**src/rtl/flash_prog_pkg.sv**
```systemverilog
package flash_prog_pkg;

  typedef enum logic [3:0] {
    S_IDLE,
    S_RST_RISE,
    S_ERASE,
    S_ERASE_REC,
    S_WAIT_DATA,
    S_SETUP,
    S_STROBE,
    S_HOLDOFF,
    S_WAIT_DONE,
    S_VERIFY,
    S_ADV_HI,
    S_ADV_LO,
    S_SHUT_ADV
  } seq_state_e;

  localparam logic [1:0] MODE_READ  = 2'b00;
  localparam logic [1:0] MODE_PROG  = 2'b01;
  localparam logic [1:0] MODE_ERASE = 2'b10;

endpackage

```
**src/rtl/prog_timer.sv**
```systemverilog
module prog_timer #(
  parameter int W = 8
) (
  input  logic         clk,
  input  logic         rst_n,
  input  logic         load,
  input  logic [W-1:0] load_val,
  output logic         zero
);

  logic [W-1:0] cnt_q, cnt_d;

  always_comb begin
    cnt_d = cnt_q;
    if (load)
      cnt_d = load_val;
    else if (cnt_q != '0)
      cnt_d = cnt_q - 1'b1;
  end

  always_ff @(posedge clk or negedge rst_n) begin
    if (!rst_n)
      cnt_q <= '0;
    else
      cnt_q <= cnt_d;
  end

  assign zero = (cnt_q == '0);

  // an expired interval stays expired until reloaded
  a_r6_timer_hold: assert property (@(posedge clk) disable iff (!rst_n)
    (zero && !load) |=> zero);

endmodule

```
**src/rtl/prog_addr_ctr.sv**
```systemverilog
module prog_addr_ctr #(
  parameter int ADDR_W = 11
) (
  input  logic              clk,
  input  logic              rst_n,
  input  logic              clr,
  input  logic              inc,
  output logic [ADDR_W-1:0] addr
);

  logic [ADDR_W-1:0] addr_q, addr_d;

  always_comb begin
    addr_d = addr_q;
    if (clr)
      addr_d = '0;
    else if (inc)
      addr_d = addr_q + 1'b1;
  end

  always_ff @(posedge clk or negedge rst_n) begin
    if (!rst_n)
      addr_q <= '0;
    else
      addr_q <= addr_d;
  end

  assign addr = addr_q;

  // each advance moves the shadow address by exactly one
  a_r8_addr_step: assert property (@(posedge clk) disable iff (!rst_n)
    (inc && !clr) |=> (addr == $past(addr) + 1'b1));

endmodule

```
**src/rtl/prog_cmpl_detect.sv**
```systemverilog
module prog_cmpl_detect #(
  parameter bit USE_POLL = 1'b0
) (
  input  logic rdy,
  input  logic rd_msb,
  input  logic wr_msb,
  output logic complete
);

  generate
    if (USE_POLL) begin : g_poll
      assign complete = (rd_msb == wr_msb);
    end else begin : g_rdy
      logic unused_msb;
      assign unused_msb = rd_msb ^ wr_msb;
      assign complete = rdy;
    end
  endgenerate

endmodule

```
**src/rtl/flash_prog_seq.sv**
```systemverilog
module flash_prog_seq
  import flash_prog_pkg::*;
#(
  parameter int ADDR_W      = 11,
  parameter int DATA_W      = 8,
  parameter int SETTLE_CYC  = 4,
  parameter int PULSE_CYC   = 8,
  parameter int ERASE_CYC   = 1_000_000,
  parameter int TIMEOUT_CYC = 200_000,
  parameter bit USE_POLL    = 1'b0
) (
  input  logic              clk,
  input  logic              rst_n,
  input  logic              start,
  input  logic              cmd_erase,
  input  logic [ADDR_W:0]   byte_count,
  input  logic              s_valid,
  input  logic [DATA_W-1:0] s_data,
  output logic              s_ready,
  output logic              busy,
  output logic              done,
  output logic              err_verify,
  output logic              err_timeout,
  output logic [ADDR_W-1:0] err_addr,
  output logic              tgt_rst,
  output logic              tgt_hv,
  output logic [1:0]        tgt_mode,
  output logic              tgt_strobe_n,
  output logic              tgt_adv,
  output logic [DATA_W-1:0] tgt_dout,
  output logic              tgt_doe,
  input  logic [DATA_W-1:0] tgt_din,
  input  logic              tgt_rdy
);

  localparam int CNT_W = ADDR_W + 1;
  localparam int T_A   = (ERASE_CYC > TIMEOUT_CYC) ? ERASE_CYC : TIMEOUT_CYC;
  localparam int T_B   = (SETTLE_CYC > PULSE_CYC) ? SETTLE_CYC : PULSE_CYC;
  localparam int T_MAX = (T_A > T_B) ? T_A : T_B;
  localparam int TW    = $clog2(T_MAX + 1);

  seq_state_e          state_q, state_d;
  logic [CNT_W-1:0]    count_q;
  logic                erase_q;
  logic [DATA_W-1:0]   wr_q;
  logic                done_q, verr_q, terr_q;
  logic [ADDR_W-1:0]   eaddr_q;

  logic                t_load, t_zero;
  logic [TW-1:0]       t_val;
  logic                a_clr, a_inc;
  logic [ADDR_W-1:0]   addr;
  logic                complete, is_last;
  logic                start_acc, take_byte, fin, set_verr, set_terr;

  prog_timer #(.W(TW)) u_timer (
    .clk(clk), .rst_n(rst_n), .load(t_load), .load_val(t_val), .zero(t_zero));

  prog_addr_ctr #(.ADDR_W(ADDR_W)) u_addr (
    .clk(clk), .rst_n(rst_n), .clr(a_clr), .inc(a_inc), .addr(addr));

  prog_cmpl_detect #(.USE_POLL(USE_POLL)) u_cmpl (
    .rdy(tgt_rdy), .rd_msb(tgt_din[DATA_W-1]), .wr_msb(wr_q[DATA_W-1]),
    .complete(complete));

  assign is_last = ({1'b0, addr} == (count_q - 1'b1));

  // next-state logic
  always_comb begin
    state_d   = state_q;
    start_acc = 1'b0;
    take_byte = 1'b0;
    fin       = 1'b0;
    set_verr  = 1'b0;
    set_terr  = 1'b0;
    a_inc     = 1'b0;
    unique case (state_q)
      S_IDLE: if (start) begin
        start_acc = 1'b1;
        if (byte_count == '0) fin = 1'b1;
        else                  state_d = S_RST_RISE;
      end
      S_RST_RISE:  if (t_zero) state_d = erase_q ? S_ERASE : S_WAIT_DATA;
      S_ERASE:     if (t_zero) state_d = S_ERASE_REC;
      S_ERASE_REC: if (t_zero) state_d = S_WAIT_DATA;
      S_WAIT_DATA: if (s_valid) begin
        take_byte = 1'b1;
        state_d   = S_SETUP;
      end
      S_SETUP:     if (t_zero) state_d = S_STROBE;
      S_STROBE:    if (t_zero) state_d = S_HOLDOFF;
      S_HOLDOFF:   if (t_zero) state_d = S_WAIT_DONE;
      S_WAIT_DONE: if (complete) state_d = S_VERIFY;
                   else if (t_zero) begin
                     set_terr = 1'b1;
                     state_d  = S_SHUT_ADV;
                   end
      S_VERIFY: if (t_zero) begin
        if (tgt_din != wr_q) begin
          set_verr = 1'b1;
          state_d  = S_SHUT_ADV;
        end else if (is_last) state_d = S_SHUT_ADV;
        else                  state_d = S_ADV_HI;
      end
      S_ADV_HI: if (t_zero) state_d = S_ADV_LO;
      S_ADV_LO: if (t_zero) begin
        a_inc   = 1'b1;
        state_d = S_WAIT_DATA;
      end
      S_SHUT_ADV: if (t_zero) begin
        fin     = 1'b1;
        state_d = S_IDLE;
      end
      default: state_d = S_IDLE;
    endcase
  end

  // interval selection on every state change
  always_comb begin
    t_load = (state_d != state_q);
    unique case (state_d)
      S_ERASE:     t_val = TW'(ERASE_CYC - 1);
      S_STROBE,
      S_ADV_HI:    t_val = TW'(PULSE_CYC - 1);
      S_WAIT_DONE: t_val = TW'(TIMEOUT_CYC - 1);
      default:     t_val = TW'(SETTLE_CYC - 1);
    endcase
  end

  assign a_clr = start_acc;

  always_ff @(posedge clk or negedge rst_n) begin
    if (!rst_n) begin
      state_q <= S_IDLE;
      count_q <= '0;
      erase_q <= 1'b0;
      wr_q    <= '0;
      done_q  <= 1'b0;
      verr_q  <= 1'b0;
      terr_q  <= 1'b0;
      eaddr_q <= '0;
    end else begin
      state_q <= state_d;
      if (start_acc) begin
        count_q <= byte_count;
        erase_q <= cmd_erase;
        done_q  <= 1'b0;
        verr_q  <= 1'b0;
        terr_q  <= 1'b0;
        eaddr_q <= '0;
      end
      if (take_byte) wr_q <= s_data;
      if (set_verr || set_terr) eaddr_q <= addr;
      if (set_verr) verr_q <= 1'b1;
      if (set_terr) terr_q <= 1'b1;
      if (fin)      done_q <= 1'b1;
    end
  end

  // target pin decode
  always_comb begin
    tgt_hv   = 1'b0;
    tgt_mode = MODE_READ;
    tgt_doe  = 1'b0;
    unique case (state_q)
      S_ERASE: begin
        tgt_hv   = 1'b1;
        tgt_mode = MODE_ERASE;
      end
      S_SETUP, S_STROBE, S_HOLDOFF: begin
        tgt_hv   = 1'b1;
        tgt_mode = MODE_PROG;
        tgt_doe  = 1'b1;
      end
      S_WAIT_DONE: begin
        tgt_hv   = 1'b1;
        tgt_mode = MODE_PROG;
      end
      default: ;
    endcase
  end

  assign tgt_rst      = (state_q != S_IDLE);
  assign tgt_strobe_n = !((state_q == S_ERASE) || (state_q == S_STROBE));
  assign tgt_adv      = (state_q == S_ADV_HI);
  assign tgt_dout     = wr_q;
  assign s_ready      = (state_q == S_WAIT_DATA);
  assign busy         = (state_q != S_IDLE);
  assign done         = done_q;
  assign err_verify   = verr_q;
  assign err_timeout  = terr_q;
  assign err_addr     = eaddr_q;

  a_r2_hv_needs_rst: assert property (@(posedge clk) disable iff (!rst_n)
    tgt_hv |-> tgt_rst);
  a_r4_strobe_under_hv: assert property (@(posedge clk) disable iff (!rst_n)
    !tgt_strobe_n |-> tgt_hv);
  a_r8_adv_quiet: assert property (@(posedge clk) disable iff (!rst_n)
    tgt_adv |-> (tgt_strobe_n && !tgt_hv));
  a_r9_adv_low_first: assert property (@(posedge clk) disable iff (!rst_n)
    $fell(tgt_rst) |-> (!tgt_adv && !$past(tgt_adv)));
  a_r10_ready_quiet: assert property (@(posedge clk) disable iff (!rst_n)
    s_ready |-> (tgt_strobe_n && !tgt_adv && tgt_rst));

endmodule

```
**config.mk**
```make
export PLATFORM = sky130hd
export DESIGN_NAME = flash_prog_seq
export DESIGN_NICKNAME = d
export VERILOG_FILES = /design/src/rtl/flash_prog_pkg.sv /design/src/rtl/prog_timer.sv /design/src/rtl/prog_addr_ctr.sv /design/src/rtl/prog_cmpl_detect.sv /design/src/rtl/flash_prog_seq.sv
export SDC_FILE = /design/constraint.sdc
export NUM_CORES = 1
export LEC_CHECK = 0
export ABC_AREA = 1
export ABC_CLOCK_PERIOD_IN_PS = 2500
export BUFFER_PORTS_ARGS = -buffer_cell sky130_fd_sc_hd__clkbuf_2
export CAP_MARGIN = 10
export CORE_MARGIN = 8
export CORE_UTILIZATION = 57
export CTS_CLUSTER_DIAMETER = 120
export DETAILED_ROUTE_END_ITERATION = 10
export GPL_TIMING_DRIVEN = 0
export PLACE_DENSITY = 0.8
export SYNTH_ARGS = -nofsm -noshare
export SYNTH_HDL_FRONTEND = slang
export SYNTH_SLANG_ARGS = --single-unit
```
**constraint.sdc**
```tcl
create_clock -name clk -period 2.5 [get_ports clk]
set_clock_uncertainty 0.15 [all_clocks]
set_input_delay 0.75 -clock clk [delete_from_list [all_inputs] [get_ports clk]]
set_output_delay 0.75 -clock clk [all_outputs]
set_load 0.005 [all_outputs]
```
==> results.md <==
- The cell count after synthesis came out at 582.
- The total wire length after detailed routing is 11840 µm.
- The slowest library cell on the worst path is sky130_fd_sc_hd__dfrtp_1.
- The count of endpoints failing hold in the final timing report is 0.
- The largest stage delay on the critical path is 0.42 ns.
- The die is 102.7 µm tall.
- For this run, the number of Yosys warnings is 0.
- The depth of the worst register-to-register path is 16.
- At the worst endpoint, the arrival time is 2.76 ns.
- The design draws 2246 µW.
- Setup violations remaining at the end of the flow were counted as 15.
- The first global-routing pass estimated 17710 µm of wire.
- For this run, the total global-route usage over all layers was measured as 21.25%.
- The detailed router placed 4193 vias in this run.
- The net count of the finished layout is 721.
- The core region is 7253 µm².
- The clock-pin slew on the worst setup and hold paths is 0.08 ns.
- In this run the worst path has a maximum fanout of 5.
- The clock buffer count from CTS is 9.
- VDD sags by at most 0.0002282 V.
- The cell area reported after detailed placement is 4761 µm².
- In the layout the commonest cells are sky130_fd_sc_hd__nand2_1 (160), sky130_fd_sc_hd__inv_1 (69), sky130_fd_sc_hd__dfrtp_1 (66), sky130_fd_sc_hd__clkbuf_2 (63), sky130_fd_sc_hd__nor2_1 (36).
- The startpoint of the worst-slack reg-to-reg timing path is u_timer.cnt_q[1].
- The number of nets in the synthesized netlist is 620.
- The leakage power is 0.002867 µW.
- Setup repair after global routing could not meet its margin everywhere.
- Counting tap cells, the placed design contains a total of 746 instances.
- In this run the remaining antenna-violating nets after routing total 0.
- The count of hold buffers inserted by post-cts repair is 0.
- The number of global-route vias before repair came to 3814.
- The TritonCTS clock tree is yes.
- Cells fill 74.75% of the core in the end.
- The buffer levels on the longest clock path is 2.
- Pin placement for this block handled 65 I/O pins.
- In the routed layout, each cell is associated on average with a via count of 5.328.
- The synthesized netlist contains 39 unique library cells.
- The nature of the critical path startpoint is a register.
- The global-route congestion overflow total is 0.
- Synthesis inferred 70 register bits.
- The repair_antennas step left the layout with diodes totalling 0.
- The overall die area is 10550 µm².
- The fraction of the cycle the final worst path needs is 106.0%.
- Detailed placement finished with a half-perimeter wire length of 7953 µm.
- For the worst setup path, the data required time is 2.61 ns.
- The worst-case headroom to the max-slew limit is 62.17%.
- Walking the worst path, the cells encountered are inv_2, ha_4, nand3_4, nor2_4, nand3_2, nand2_1, o21ai_1, nand2_1, nand3_2, nand2_2, nand2_4, nor2_8, nand2_8, buf_8, buf_6, a211oi_2.
- Power spread over the standard cell area amounts to 414.2 nW/µm².
- The tightest hold margin is 0.1648 ns.
- The terminus of the critical flop-to-flop path is u_timer.cnt_q[7].
- The worst min-delay path category is input pin to asynchronous set/reset pin.
- The number of clock sinks is 70.
- The tree is rooted in a sky130_fd_sc_hd__clkbuf_8.
- The cell family contributing the most delay on the critical path is simple AND/OR/NAND/NOR gates.
- The ratio of cells with drive above 1 in the final layout is 29.36%.
- The worst path setup slack after routing is -0.1491 ns.
- The routed design could run at a clock period as short as 2.649 ns.
- Leaving out fill and tap cells, the most frequent cell in the layout is sky130_fd_sc_hd__nand2_1.
- The die is 102.7 µm wide.
- Buffers placed on the I/O ports in this run total 64.
- The flow ran to the end, but the final reports show violations.
- The checks that failed: negative setup slack.
- In the final routed layout, each cell accounts on average for 15.04 µm.
- The filler-free cell count of the finished design is 787.
- The synthesized design devotes to its leading area cell type 40.86% of total area.
- The netlist area before placement is 4287 µm².
- The transition time at the pin with the least slew margin is 0.5673 ns.
- The type of the worst setup path is register to register.
- The fraction of the yosys area taken by sequential cells is 40.86%.
- The first-pass iteration count of the detailed router is 5.
- The critical path contains buffers and inverters numbering 3 combined.
- STA classifies the critical path endpoint as a register.
- At the later pin of the worst-skew pair, clock insertion delay measures 0.36 ns.
- The initial core utilization is 59.10%.
- In the synthesized netlist the async set-or-reset flop fraction comes to 100.0%.
- The total count of max-transition violations in the final report is 0.
- The synthesized design contains 0 enable-type register cells.
- The most used flip-flop cell after synthesis is sky130_fd_sc_hd__dfrtp_1.
- The number of antenna violations at the first check in global routing came to 0.
- The H-tree was split into 3 levels.
- The remaining routing DRC violations is 0.
- The count of routing violations after the opening detailed-route iteration is 236.
- From synthesis to final layout, the design area changed by 26.47%.
- Timing would allow up to 377.5 MHz.
- The synthesized area per cell is 7.365 µm².
- Max-cap violations in this run came to 0.
- sky130_fd_sc_hd__dfrtp_1 takes more of the synthesized area than any other cell.
- Entering global routing, the biggest net connects 50 pins.
- The routability-driven placement congestion ratio is 0.9009.
- The slack of the worst reg-to-reg path is -0.15 ns.
- By area the synthesized netlist is led by sky130_fd_sc_hd__dfrtp_1 (41%), sky130_fd_sc_hd__nand2_1 (14%), sky130_fd_sc_hd__inv_1 (6.5%).
- The site row count is 31.
- Summing all non-filler instances in the final layout gives an area of 5421 µm².
[layer usage]
| metal | track usage (%) | routed length (µm) |
|---|---|---|
| met2 | 34.12 | 5677 |
| met4 | 8.691 | 308 |
| met1 | 27.83 | 5119 |
| met3 | 3.511 | 735 |
| met5 | 0 | 0 |
[metrics by stage]
| step | worst slack, ns | TNS (ns) |
|---|---|---|
| floorplan | 0.2570 | 0 |
| global placement | -0.1606 | -2.980 |
| detailed placement | -0.2060 | -3.859 |
| CTS | -0.003638 | -0.003638 |
| global route | -0.3042 | -3.933 |
| finish | -0.1491 | -0.4486 |
[what timing repair did]
item / in CTS / in global routing
gates cloned: 0 / 1
pin swaps: 4 / 25
endpoints found under the setup margin: 32 / 38
setup buffers: 4 / 20
gates resized for setup: 12 / 53
[flip-flops by register name, summed over array words and instances (netlist names)]
name and cells:
u_addr.addr 11, err_verify 1, err_timeout 1, state_q 4
done 1, err_addr 11, erase_q 1, tgt_dout 8
u_timer.cnt_q 20, count_q 12
[cell type report]
type,count,area [µm²]
Clock inverter,7,97.59
Sequential cell,70,1757
Tap cell,99,123.9
Multi-Input combinational cell,414,2350
Buffer,8,60.06
Timing Repair Buffer,90,563.0
Fill cell,566,1832
Inverter,90,346.6
Clock buffer,9,123.9
[cells by family after synthesis]
logic type               share of synthesized area (%)
AO/OA/AOI/OAI                                    10.16
flip-flops                                       40.86
XOR/XNOR                                         5.925
buffers and inverters                            9.019
adder cells (fa/ha/maj)                          1.168
AND/OR/NAND/NOR                                  32.87
[power breakdown]
| part | total [µW] | switching, µW | leakage, µW | internal (µW) |
|---|---|---|---|---|
| Combinational | 69.6 | 39.8 | 0.00190 | 29.8 |
| Sequential | 1130 | 0 | 0.000866 | 1130 |
| Clock | 1050 | 480 | 0.000106 | 565 |
[synthesized netlist by cell type, types with 2 or more instances]
cell type / n
sky130_fd_sc_hd__a22o_1: 2
sky130_fd_sc_hd__or2_2: 3
sky130_fd_sc_hd__inv_1: 74
sky130_fd_sc_hd__a211oi_2: 2
sky130_fd_sc_hd__nand3b_1: 3
sky130_fd_sc_hd__xor2_1: 13
sky130_fd_sc_hd__clkbuf_1: 4
sky130_fd_sc_hd__o211ai_1: 3
sky130_fd_sc_hd__clkinv_1: 3
sky130_fd_sc_hd__buf_4: 3
sky130_fd_sc_hd__nor2_4: 2
sky130_fd_sc_hd__ha_1: 4
sky130_fd_sc_hd__o21ai_1: 8
sky130_fd_sc_hd__a21oi_1: 16
sky130_fd_sc_hd__nor2_1: 49
sky130_fd_sc_hd__nand3_1: 35
sky130_fd_sc_hd__nand2_2: 6
sky130_fd_sc_hd__nand3_2: 3
sky130_fd_sc_hd__nand2_4: 3
sky130_fd_sc_hd__inv_2: 13
sky130_fd_sc_hd__a31oi_1: 6
sky130_fd_sc_hd__nor2_2: 12
sky130_fd_sc_hd__a21oi_2: 3
sky130_fd_sc_hd__o21ai_0: 29
sky130_fd_sc_hd__nand2_1: 164
sky130_fd_sc_hd__xnor2_1: 16
sky130_fd_sc_hd__nor4_2: 2
sky130_fd_sc_hd__nand4_1: 8
sky130_fd_sc_hd__o21ai_2: 3
sky130_fd_sc_hd__dfrtp_1: 70
sky130_fd_sc_hd__nor3_1: 12
[worst max-delay path by stage]
stage / start / to / slack [ns] / cells past startpoint
4_1_cts: u_timer.cnt_q[8] / u_addr.addr[8] / -0.004 / 12
3_5_place_dp: tgt_din[4] / err_addr[9] / -0.21 / 12
2_1_floorplan: tgt_din[4] / err_addr[10] / 0.26 / 10
5_1_grt: count_q[1] / u_timer.cnt_q[18] / -0.30 / 21
6_report: u_timer.cnt_q[1] / u_timer.cnt_q[7] / -0.15 / 16
3_3_place_gp: tgt_din[4] / err_addr[10] / -0.16 / 11
No activity file was read; power rests on OpenSTA's default activity.
